`src/rtl/tap_pkg.sv`:
```
// Shared types for the test access port: controller states, opcodes and
// the decoded instruction. Assumes a fixed five-bit opcode space.
package tap_pkg;

    localparam int IR_W    = 5;
    localparam int NUM_USR = 2;
    localparam int ID_W    = 32;

    typedef enum logic [3:0] {
        ST_RESET, ST_IDLE,
        ST_SEL_DR, ST_CAP_DR, ST_SH_DR, ST_EX1_DR, ST_PAU_DR, ST_EX2_DR, ST_UPD_DR,
        ST_SEL_IR, ST_CAP_IR, ST_SH_IR, ST_EX1_IR, ST_PAU_IR, ST_EX2_IR, ST_UPD_IR
    } tap_state_e;

    localparam logic [IR_W-1:0] OP_EXTEST = 5'b00000;
    localparam logic [IR_W-1:0] OP_SAMPLE = 5'b00001;
    localparam logic [IR_W-1:0] OP_USR_A  = 5'b00010;
    localparam logic [IR_W-1:0] OP_USR_B  = 5'b00011;
    localparam logic [IR_W-1:0] OP_CFG_RD = 5'b00100;
    localparam logic [IR_W-1:0] OP_CFG_LD = 5'b00101;
    localparam logic [IR_W-1:0] OP_INTEST = 5'b00111;
    localparam logic [IR_W-1:0] OP_UCODE  = 5'b01000;
    localparam logic [IR_W-1:0] OP_IDCODE = 5'b01001;
    localparam logic [IR_W-1:0] OP_HIGHZ  = 5'b01010;
    localparam logic [IR_W-1:0] OP_START  = 5'b01100;
    localparam logic [IR_W-1:0] OP_BYPASS = 5'b11111;

    localparam logic [IR_W-1:0] IR_CAPTURE = 5'b00001;

    typedef struct packed {
        logic               bsr_cap;
        logic               bsr_drive;
        logic               highz;
        logic               id;
        logic               ucode;
        logic [NUM_USR-1:0] usr;
        logic               cfg_load;
        logic               cfg_read;
        logic               start;
    } instr_dec_t;

    // Map an opcode onto its chain and side-effect flags; unknown opcodes clear all.
    function automatic instr_dec_t decode_op(input logic [IR_W-1:0] op);
        instr_dec_t d;
        d = '0;
        case (op)
            OP_EXTEST: begin d.bsr_cap = 1'b1; d.bsr_drive = 1'b1; end
            OP_INTEST: begin d.bsr_cap = 1'b1; d.bsr_drive = 1'b1; end
            OP_SAMPLE: d.bsr_cap  = 1'b1;
            OP_USR_A:  d.usr      = 2'b01;
            OP_USR_B:  d.usr      = 2'b10;
            OP_CFG_RD: d.cfg_read = 1'b1;
            OP_CFG_LD: d.cfg_load = 1'b1;
            OP_UCODE:  d.ucode    = 1'b1;
            OP_IDCODE: d.id       = 1'b1;
            OP_HIGHZ:  d.highz    = 1'b1;
            OP_START:  d.start    = 1'b1;
            default:   d = '0;
        endcase
        return d;
    endfunction

endpackage

```
`src/rtl/tap_fsm.sv`:
```
// Sixteen-state test controller. Advances on rising tck; a low rst_n on a
// rising edge forces the reset state. Assumes tms is stable around the edge.
module tap_fsm
    import tap_pkg::*;
(
    input  logic       tck,
    input  logic       rst_n,
    input  logic       tms,
    output tap_state_e state_o
);

    tap_state_e state_q, state_d;
    logic [2:0] tms_run;

    // Next state from current state and tms.
    always_comb begin
        case (state_q)
            ST_RESET:  state_d = tms ? ST_RESET  : ST_IDLE;
            ST_IDLE:   state_d = tms ? ST_SEL_DR : ST_IDLE;
            ST_SEL_DR: state_d = tms ? ST_SEL_IR : ST_CAP_DR;
            ST_CAP_DR: state_d = tms ? ST_EX1_DR : ST_SH_DR;
            ST_SH_DR:  state_d = tms ? ST_EX1_DR : ST_SH_DR;
            ST_EX1_DR: state_d = tms ? ST_UPD_DR : ST_PAU_DR;
            ST_PAU_DR: state_d = tms ? ST_EX2_DR : ST_PAU_DR;
            ST_EX2_DR: state_d = tms ? ST_UPD_DR : ST_SH_DR;
            ST_UPD_DR: state_d = tms ? ST_SEL_DR : ST_IDLE;
            ST_SEL_IR: state_d = tms ? ST_RESET  : ST_CAP_IR;
            ST_CAP_IR: state_d = tms ? ST_EX1_IR : ST_SH_IR;
            ST_SH_IR:  state_d = tms ? ST_EX1_IR : ST_SH_IR;
            ST_EX1_IR: state_d = tms ? ST_UPD_IR : ST_PAU_IR;
            ST_PAU_IR: state_d = tms ? ST_EX2_IR : ST_PAU_IR;
            ST_EX2_IR: state_d = tms ? ST_UPD_IR : ST_SH_IR;
            ST_UPD_IR: state_d = tms ? ST_SEL_DR : ST_IDLE;
            default:   state_d = ST_RESET;
        endcase
    end

    // State register with synchronous reset.
    always_ff @(posedge tck) begin
        if (!rst_n) state_q <= ST_RESET;
        else        state_q <= state_d;
    end

    // Saturating count of consecutive tms-high edges, used by the check below.
    always_ff @(posedge tck) begin
        if (!rst_n || !tms) tms_run <= '0;
        else if (tms_run != 3'd5) tms_run <= tms_run + 3'd1;
    end

    assign state_o = state_q;


    tms_five_reset_chk: assert property (@(posedge tck) disable iff (!rst_n)
        (tms_run == 3'd5) |-> (state_q == ST_RESET));


    reset_hold_chk: assert property (@(posedge tck) disable iff (!rst_n)
        (state_q == ST_RESET && tms) |=> (state_q == ST_RESET));

endmodule

```
`src/rtl/tap_ir.sv`:
```
// Instruction path: capture pattern, serial shift (LSB out first), update
// into the active instruction, and decode. Reset state selects identification.
module tap_ir
    import tap_pkg::*;
(
    input  logic       tck,
    input  logic       rst_n,
    input  tap_state_e state_i,
    input  logic       tdi,
    output logic       ir_so,
    output instr_dec_t dec_o
);

    logic [IR_W-1:0] ir_sh, ir_reg;

    // Shift stage: load the capture pattern, then shift toward bit 0.
    always_ff @(posedge tck) begin
        if (!rst_n)                   ir_sh <= IR_CAPTURE;
        else if (state_i == ST_CAP_IR) ir_sh <= IR_CAPTURE;
        else if (state_i == ST_SH_IR)  ir_sh <= {tdi, ir_sh[IR_W-1:1]};
    end

    // Active instruction: identification in reset, new opcode on update.
    always_ff @(posedge tck) begin
        if (!rst_n || state_i == ST_RESET) ir_reg <= OP_IDCODE;
        else if (state_i == ST_UPD_IR)     ir_reg <= ir_sh;
    end

    // Decode the active opcode.
    always_comb dec_o = decode_op(ir_reg);

    assign ir_so = ir_sh[0];


    reset_loads_id_chk: assert property (@(posedge tck) disable iff (!rst_n)
        (state_i == ST_RESET) |=> (ir_reg == OP_IDCODE));


    ir_capture_chk: assert property (@(posedge tck) disable iff (!rst_n)
        (state_i == ST_CAP_IR) |=> (ir_sh == IR_CAPTURE));

endmodule

```
`src/rtl/tap_dr.sv`:
```
// Local data chains on one shared shift register whose serial entry point
// moves with the selected chain length (1, BSR_W or 32). Holds the boundary
// update register. Assumes BSR_W >= 1.
module tap_dr
    import tap_pkg::*;
#(
    parameter int          BSR_W    = 16,
    parameter logic [31:0] ID_VALUE = 32'h0000_0001
)(
    input  logic             tck,
    input  logic             rst_n,
    input  tap_state_e       state_i,
    input  logic             tdi,
    input  logic             sel_id,
    input  logic             sel_ucode,
    input  logic             sel_bsr,
    input  logic [31:0]      usercode,
    input  logic [BSR_W-1:0] pad_in,
    output logic             dr_so,
    output logic [BSR_W-1:0] bsr_upd
);

    localparam int DR_W = (BSR_W > ID_W) ? BSR_W : ID_W;
    localparam int LW   = $clog2(DR_W + 1);

    logic [DR_W-1:0] sh, sh_nxt, cap;
    logic [DR_W:0]   sh_ext;
    logic [LW-1:0]   len;

    // Length and capture value of the selected chain.
    always_comb begin
        if (sel_id || sel_ucode) len = LW'(ID_W);
        else if (sel_bsr)        len = LW'(BSR_W);
        else                     len = LW'(1);
        if (sel_id)         cap = DR_W'(ID_VALUE);
        else if (sel_ucode) cap = DR_W'(usercode);
        else if (sel_bsr)   cap = DR_W'(pad_in);
        else                cap = '0;
    end

    // One shift step: tdi enters at bit len-1, everything else moves down.
    assign sh_ext = {1'b0, sh};
    always_comb begin
        for (int i = 0; i < DR_W; i++) begin
            if (i == int'(len) - 1) sh_nxt[i] = tdi;
            else                    sh_nxt[i] = sh_ext[i+1];
        end
    end

    // Shift register: capture, shift.
    always_ff @(posedge tck) begin
        if (!rst_n)                    sh <= '0;
        else if (state_i == ST_CAP_DR) sh <= cap;
        else if (state_i == ST_SH_DR)  sh <= sh_nxt;
    end

    // Boundary update register, loaded on data update under a boundary instruction.
    always_ff @(posedge tck) begin
        if (!rst_n)                                bsr_upd <= '0;
        else if (state_i == ST_UPD_DR && sel_bsr)  bsr_upd <= sh[BSR_W-1:0];
    end

    assign dr_so = sh[0];

endmodule

```
`src/rtl/jtag_tap_user.sv`:
```
// Test access port top: controller, instruction and data paths, falling-edge
// output stage, fabric chain gating, pin muxing and start-up pulse.
// Assumes usr_ret is stable around falling tck edges during data shift.
module jtag_tap_user
    import tap_pkg::*;
#(
    parameter int          BSR_W     = 16,
    parameter logic [3:0]  ID_VER    = 4'h0,
    parameter logic [6:0]  ID_FAMILY = 7'h03,
    parameter logic [8:0]  ID_ARRAY  = 9'h010,
    parameter logic [10:0] ID_MFR    = 11'h0A5
)(
    input  logic             tck,
    input  logic             trst_n,
    input  logic             tms,
    input  logic             tdi,
    output logic             tdo,
    output logic             tdo_oe,
    input  logic [31:0]      usercode,
    input  logic [BSR_W-1:0] pad_in,
    input  logic [BSR_W-1:0] core_out,
    output logic [BSR_W-1:0] pad_out,
    output logic             pad_oe,
    output logic [1:0]       usr_sel,
    output logic [1:0]       usr_dck,
    input  logic [1:0]       usr_ret,
    output logic             usr_tdi,
    output logic             usr_reset,
    output logic             usr_shift,
    output logic             usr_update,
    output logic             cfg_load_sel,
    output logic             cfg_read_sel,
    output logic             start_req
);

    localparam logic [31:0] ID_VALUE = {ID_VER, ID_FAMILY, ID_ARRAY, ID_MFR, 1'b1};

    tap_state_e       state;
    instr_dec_t       dec;
    logic             ir_so, dr_so, shift_bit, tdo_q, tdo_oe_q, idle_seen;
    logic [BSR_W-1:0] bsr_upd;
    logic [NUM_USR-1:0] dck_en;

    tap_fsm u_fsm (.tck(tck), .rst_n(trst_n), .tms(tms), .state_o(state));

    tap_ir u_ir (.tck(tck), .rst_n(trst_n), .state_i(state), .tdi(tdi),
                 .ir_so(ir_so), .dec_o(dec));

    tap_dr #(.BSR_W(BSR_W), .ID_VALUE(ID_VALUE)) u_dr (
        .tck(tck), .rst_n(trst_n), .state_i(state), .tdi(tdi),
        .sel_id(dec.id), .sel_ucode(dec.ucode), .sel_bsr(dec.bsr_cap),
        .usercode(usercode), .pad_in(pad_in), .dr_so(dr_so), .bsr_upd(bsr_upd));

    // Pick the serial bit for the current shift state and instruction.
    always_comb begin
        shift_bit = dr_so;
        if (state == ST_SH_IR) shift_bit = ir_so;
        else begin
            for (int k = 0; k < NUM_USR; k++)
                if (dec.usr[k]) shift_bit = usr_ret[k];
        end
    end

    // Output stage on the falling edge, enabled only in shift states.
    always_ff @(negedge tck) begin
        if (!trst_n) begin
            tdo_q    <= 1'b0;
            tdo_oe_q <= 1'b0;
        end else begin
            tdo_q    <= shift_bit;
            tdo_oe_q <= (state == ST_SH_IR) || (state == ST_SH_DR);
        end
    end

    // Per-chain clock gate: enable latched on the falling edge, gates the high phase.
    for (genvar k = 0; k < NUM_USR; k++) begin : g_usr
        always_ff @(negedge tck) begin
            if (!trst_n) dck_en[k] <= 1'b0;
            else         dck_en[k] <= dec.usr[k] &&
                                      (state == ST_CAP_DR || state == ST_SH_DR);
        end
        assign usr_dck[k] = tck & dck_en[k];


        usr_clk_gate_chk: assert property (@(posedge tck) disable iff (!trst_n)
            dck_en[k] |-> dec.usr[k]);
    end

    // Marks that the previous cycle was already idle, for the start-up pulse.
    always_ff @(posedge tck) begin
        if (!trst_n) idle_seen <= 1'b0;
        else         idle_seen <= (state == ST_IDLE);
    end

    assign tdo          = tdo_q;
    assign tdo_oe       = tdo_oe_q;
    assign pad_out      = dec.bsr_drive ? bsr_upd : core_out;
    assign pad_oe       = !dec.highz;
    assign usr_sel      = dec.usr;
    assign usr_tdi      = tdi;
    assign usr_reset    = (state == ST_RESET);
    assign usr_shift    = (state == ST_SH_DR);
    assign usr_update   = (state == ST_UPD_DR);
    assign cfg_load_sel = dec.cfg_load;
    assign cfg_read_sel = dec.cfg_read;
    assign start_req    = dec.start && (state == ST_IDLE) && !idle_seen;


    tdo_oe_shift_chk: assert property (@(posedge tck) disable iff (!trst_n)
        tdo_oe_q == (state == ST_SH_IR || state == ST_SH_DR));


    start_single_chk: assert property (@(posedge tck) disable iff (!trst_n)
        start_req |=> !start_req);

endmodule

```
`config.mk`:
```
export PLATFORM = sky130hd
export DESIGN_NAME = jtag_tap_user
export DESIGN_NICKNAME = d
export VERILOG_FILES = /design/src/rtl/tap_pkg.sv /design/src/rtl/tap_fsm.sv /design/src/rtl/tap_ir.sv /design/src/rtl/tap_dr.sv /design/src/rtl/jtag_tap_user.sv
export SDC_FILE = /design/constraint.sdc
export NUM_CORES = 1
export LEC_CHECK = 0
export BUFFER_PORTS_ARGS = -buffer_cell sky130_fd_sc_hd__buf_2
export CORE_UTILIZATION = 45
export DETAILED_ROUTE_END_ITERATION = 16
export PLACE_DENSITY = 0.81
export SLEW_MARGIN = 20
export SYNTH_ARGS = -nofsm -noshare
export SYNTH_HDL_FRONTEND = slang
export SYNTH_SLANG_ARGS = --single-unit
```
`constraint.sdc`:
```
create_clock -name tck -period 2 [get_ports tck]
set_clock_uncertainty 0.15 [all_clocks]
set_input_delay 0.2 -clock tck [delete_from_list [all_inputs] [get_ports tck]]
set_output_delay 0.2 -clock tck [all_outputs]
set_load 0.02 [all_outputs]
```
==> metrics.txt, run 1 <==
status complete, but fails checks; failing checks negative setup slack; top cells by area, synth dfxtp_1 38%, mux2_2 5.1%, mux2i_1 4.8%; RSZ-0062 raised after global routing yes; nets slightly below 700; biggest area consumer among synthesized cells dfxtp_1; # rows 32; Synth Cell Area 0.00356 mm^2; crit path cell chain and2_4, buf_6; Vias/cell 6.23; Max-Cap Viols 0; WP buf/inv 1; Worst path max stage delay 0.33 ns; reg2reg start u_ir.ir_reg[2]$_SDFFE_PP0P_; # DRC 0; Seq cells post-synth between 60 and 70; initial antenna violation count 0; Area Growth Syn to Fin 69.4%; number of global-route vias before repair 4121; Crit. End Element output pin; fin util 0.784; slowest CP cell dfxtp_2; kind of launch point of the worst setup path flop; CORE AREA 0.00769 mm^2; via count 4438; Worst-Skew Late Latency 0.45 ns; biggest regs u_dr.sh x32, u_dr.bsr_upd x16; CTS tree done; CP max FO 1; worst-margin pin slew roughly 0.41 ns; I/O Pins 100; total grt overflow 0; part of the Yosys area used for sequential elements 0.377; Design Power around 3200 uW; Worst Hold Path EP u_dr.sh[22]$_SDFFE_PN0P_; dpl hpwl 7470 um; final non-filler cell total between 700 and 800; Reg clk slew, reported paths 0.07 ns; worst vdd ir 324 uV; Pre-antenna DRT Iters 7; fillcell total about 430; crit path from dck_en[0]$_SDFF_NN0_; DP Worst Slack -0.298 ns; HP Start usercode[22]; worst reg2reg setup slack -0.33 ns; top_reg_cell synth dfxtp_1; Ant. Diodes 0; area of all sequential standard cells 0.00136 mm^2; post-placement cell count 617; Distinct cells, synth 57; Initial Util 0.463; final slew viol count 0; Routed Antenna Nets 0; Pleak roughly 0.0026 uW; Hold Path Depth 4; end of the worst register-to-register path tdo$_SDFF_NN0_; Synthesis Warnings 0; 1st-iter DRT viols 383; Crit Path Category flop to output pin; design area 0.00602 mm^2; Total GRT Usage 0.311; fraction of registers with async set/reset 0; pin count of the biggest net entering global routing 35; WL final 15200 um; Synth top area share 0.377; first-pass GRT wire length 20200 um; max reg flops 32; Worst EP arrival about 2.1 ns; Final setup viols 43; r2r worst-path depth 5; Crit path max-delay family flip-flops; layout cell share with drive strength beyond 1 0.462; Die Height ~91 um; Reg with most FFs u_dr.sh; synthesized netlist cell count 402; Worst Slack Setup Final -0.440 ns; CP Data Required Time 1.65 ns; GPL Wtd Cong around 0.86; wire per inst 21.3 um; full die area between 0.008 and 0.009 mm^2; syn avg cell area 8.85 um^2; DP Area ~0.0045 mm^2; Die Wd 90.9 um; EDFF count, synth 0; Min-Delay Path Class primary input to flop; final hold violation count 0; Port-buffer cells 99; syn nets 473; Power Density 527 mW/mm^2; relative slew slack 0.723; Multi-input gate area 0.00238 mm^2
==> layout by cell type, fill, tap and decap left out, types with 17 or more instances in the layout <==
master	instances
nand2_1	24
o2bb2ai_1	19
dlygate4sd3_1	33
buf_2	71
dfxtp_1	54
buf_4	57
nor2_1	20
o21ai_0	22
mux2i_1	17
buf_6	48
==> metrics by stage <==
step	TNS (ns)	hold WS [ns]
floorplan	-1.61	0.188
global placement	-1.25	0.284
detailed placement	-1.60	0.286
CTS	-6.89	0.0174
global route	-9.99	0.0732
finish	-8.72	0.0342
==> cell families after synthesis <==
| group | Yosys count | share of synthesized area |
|---|---|---|
| buffers and inverters | 44 | 0.0588 |
| multiplexers | 34 | 0.102 |
| flip-flops | 67 | 0.377 |
| adder cells (fa/ha/maj) | 1 | 0.00352 |
| AND/OR/NAND/NOR | 132 | 0.209 |
| AO/OA/AOI/OAI | 124 | 0.250 |
==> repair_timing <==
action | 4_1_cts | 5_1_grt
gates cloned | 1 | 2
setup buffers | 13 | 24
endpoints found under the setup margin | 44 | 63
pin swaps | 15 | 15
hold buffers | 33 | 0
resized for setup | 115 | 56
hold endpoints to repair | 33 | 0
==> power by group <==
group,switching (uW),internal (uW),total (uW)
Sequential,7.98,1340,1350
Combinational,235,277,512
Clock,607,707,1310
==> worst max-delay path by stage <==
| stage | end | slack [ns] | cells after the start |
|---|---|---|---|
| after floorplan | dck_en[0]$_SDFF_NN0_ | -0.49 | 5 |
| after global placement | dck_en[0]$_SDFF_NN0_ | -0.25 | 3 |
| after detailed placement | tdo$_SDFF_NN0_ | -0.30 | 4 |
| after CTS | usr_dck[0] | -0.41 | 2 |
| after global routing | usr_dck[0] | -0.46 | 2 |
| final | usr_dck[0] | -0.44 | 2 |
==> Yosys cell counts (all sizes together), types with 2 or more instances <==
cell	number
dfxtp	67
nand2	27
o21ai	27
nor2	26
buf	19
clkbuf	19
o2bb2ai	19
and2	18
a21oi	17
mux2	17
mux2i	17
a31oi	14
nand3	12
a21boi	10
nor2b	9
a221o	8
nand4	8
inv	6
nand2b	6
nor3	5
nor4b	5
o211ai	5
a211o	4
a221oi	4
o21a	4
a21o	3
nand3b	3
nor4	3
a22o	2
nor3b	2
==> worst register-to-register path, stage by stage, from the launching register on <==
cell      delay (ns)
dfxtp_2         0.35
buf_6           0.12
nor4b_4         0.23
nor2_1          0.08
a211o_1         0.24
a21boi_2        0.15
==> per-layer routing <==
metal	wire, um	GRT usage	vias up	part of all wire
li1	-	-	1893	-
met1	5340	0.347	2111	0.35
met2	7690	0.545	339	0.51
met3	1280	0.0825	95	0.084
met4	893	0.153	0	0.059
met5	0	0	-	0
==> layout make-up <==
type                    instances  area share
multi-input cells             292       0.395
repair buffers                219       0.309
flip-flops and latches         67       0.226
clock inverters                 8     0.00623
clock buffers                  19      0.0395
well taps                     102      0.0212
inverters                       5     0.00312
No activity file was read; power rests on OpenSTA's default activity.
==> inputs of run 2 (changes only) <==
CAP_MARGIN = 20   (was not set)
GPL_TIMING_DRIVEN = 0   (was not set)
==> run 2 against run 1 <==
The flow still finishes with violations (negative setup slack). Hold slack worse by 0.012 ns. Final area is 4.2% lower. Total power is 4.1% higher. First-iteration DRC count is 45% higher. Die area stayed put. Sequential power hardly changed. Global-route usage is 0.68 points higher. Critical path type unchanged. Highest routed layer unchanged.
==> metrics.txt, run 2 (same netlist as run 1, synthesis figures left out) <==
status complete, but fails checks; failing checks negative setup slack; Total GRT Usage 0.318; WL final 15200 um; number of global-route vias before repair 4301; Net Sw Frac 0.265; final hold violation count 0; Crit Path Category flop to output pin; Reg clk slew, reported paths 0.08 ns; crit path from dck_en[1]$_SDFF_NN0_; setup TNS -11.02 ns; crit path cell chain and2_4, buf_6; combinational power share 0.150; nets 673; Die Wd 90.9 um; total grt overflow 0; GPL Wtd Cong 0.857; end of the worst register-to-register path dck_en[0]$_SDFF_NN0_; switching power 877 uW; # DRC 0; fillcell total between 400 and 500; Reg with most FFs u_dr.sh; clock share of power 0.443; reg2reg start u_fsm.state_o[0]$_SDFF_PN0_; CP max FO 1; CORE AREA 0.00769 mm^2; Worst Slack Setup Final -0.430 ns; via count 4473; 1st-iter DRT viols 554; Power Density ~570 mW/mm^2; RSZ-0062 raised after global routing yes; I/O Pins 100; dpl hpwl around 7300 um; Internal Pwr Total 2430 uW; Port-buffer cells 98; Final setup viols 60; Sequential Power Share 0.408; pin count of the biggest net entering global routing 12; Pleak around 0.0025 uW; biggest regs u_dr.sh x32, u_dr.bsr_upd x16; Area Growth Syn to Fin 62.4%; Crit path max-delay family flip-flops; first-pass GRT wire length 20600 um; DP Worst Slack -0.663 ns; Crit. End Element output pin; most common cell after layout, fill and taps aside buf_2; CP Depth 2; Routed Antenna Nets 0; Pre-antenna DRT Iters 8; final slew viol count 0; initial antenna violation count 0; Worst EP arrival 2.08 ns; commonest cells after routing, fill and taps aside 74 x buf_2, 55 x dfxtp_1, 53 x buf_4; worst reg2reg setup slack -0.41 ns; Max-Cap Viols 0; r2r worst-path depth 4; kind of launch point of the worst setup path flop; full die area 0.00826 mm^2; # rows 32; CP Data Required Time 1.65 ns; max reg flops 32; area of all sequential standard cells 0.00137 mm^2; Initial Util 0.463; Multi-input gate area roughly 0.0023 mm^2; wire per inst 21.4 um; WP buf/inv 1; Min-Delay Path Class primary input to flop; Ant. Diodes 0; Critical Path Sink usr_dck[1]; Worst-Skew Late Latency 0.46 ns; Die Height 90.9 um; worst vdd ir approximately 630 uV; slowest CP cell dfxtp_1; relative slew slack 0.589; CTS tree done; worst-margin pin slew 0.611 ns; Worst path max stage delay 0.31 ns; layout cell share with drive strength beyond 1 0.426; Vias/cell 6.30
run 2: changes by cell type in the layout (fill, tap and decap cells not counted), moves of 4 or more:
cell      before  now
buf_4         57   53
dfxtp_2       12    7
clkbuf_2       0    4
clkbuf_1       3   11
dfxtp_4        1    5
buf_12         6    0
buf_6         48   40
run 2: repair_timing:
action | CTS | global route
resized for setup | 107 | 55
endpoints found under the setup margin | 72 | 78
setup buffers | 31 | 26
hold endpoints to repair | 31 | 0
cloned | 1 | 1
hold buffers | 33 | 0
pin swaps | 15 | 20
run 2: tightest hold or removal path, delay by kind of cell:
kind,cells,cell delay [ns]
AOI/OAI and AO/OA,2,0.26
buffers and inverters,1,0.09
and+or+nand+nor,1,0.06
run 2: area by class of cell:
type | instances | area share
timing repair buffer | 186 | 0.247
clock inverter | 8 | 0.0108
inverter | 5 | 0.00325
tap | 102 | 0.0221
clock buffer | 19 | 0.0410
buffer | 32 | 0.0451
multi-input combinational | 291 | 0.394
sequential | 67 | 0.237
run 2: layer usage:
metal | global-route usage | wire length (um) | vias up
li1 | - | - | 1890
met1 | 0.345 | 5570 | 2052
met2 | 0.556 | 7220 | 413
met3 | 0.0774 | 1490 | 118
met4 | 0.194 | 935 | 0
met5 | 0 | 0 | -
run 2: how the worst min path moves through the flow:
stage,startpoint,to,cells past startpoint
final,usercode[14],u_dr.sh[14]$_SDFFE_PN0P_,4
after global routing,usercode[5],u_dr.sh[5]$_SDFFE_PN0P_,4
after CTS,usercode[13],u_dr.sh[13]$_SDFFE_PN0P_,4
after global placement,pad_in[13],u_dr.sh[13]$_SDFFE_PN0P_,2
after detailed placement,tck,usr_dck[1],2
after floorplan,pad_in[10],u_dr.sh[10]$_SDFFE_PN0P_,1
run 2: power groups by stage:
stage / Combinational [uW] / Sequential [uW] / Clock [uW]
after floorplan: 169 / 1380 / 15.9
after global placement: 293 / 1380 / 15.9
after detailed placement: 297 / 1380 / 15.9
after CTS: 414 / 1350 / 1430
after global routing: 518 / 1350 / 1530
final: 495 / 1350 / 1460
run 2: stage by stage:
| step | total power [uW] | std cells | hold slack (ns) | util | cell area [um^2] |
|---|---|---|---|---|---|
| 5_1_grt | 3390 | 710 | 0.0314 | 0.751 | 5770 |
| 3_5_place_dp | 1690 | 602 | 0.286 | 0.554 | 4260 |
| 4_1_cts | 3190 | 686 | 0.00490 | 0.706 | 5430 |
| 6_report | 3310 | 710 | 0.0222 | 0.751 | 5770 |
| 3_3_place_gp | 1690 | 602 | 0.285 | 0.554 | 4260 |
| 2_1_floorplan | 1560 | 402 | 0.188 | - | 3640 |
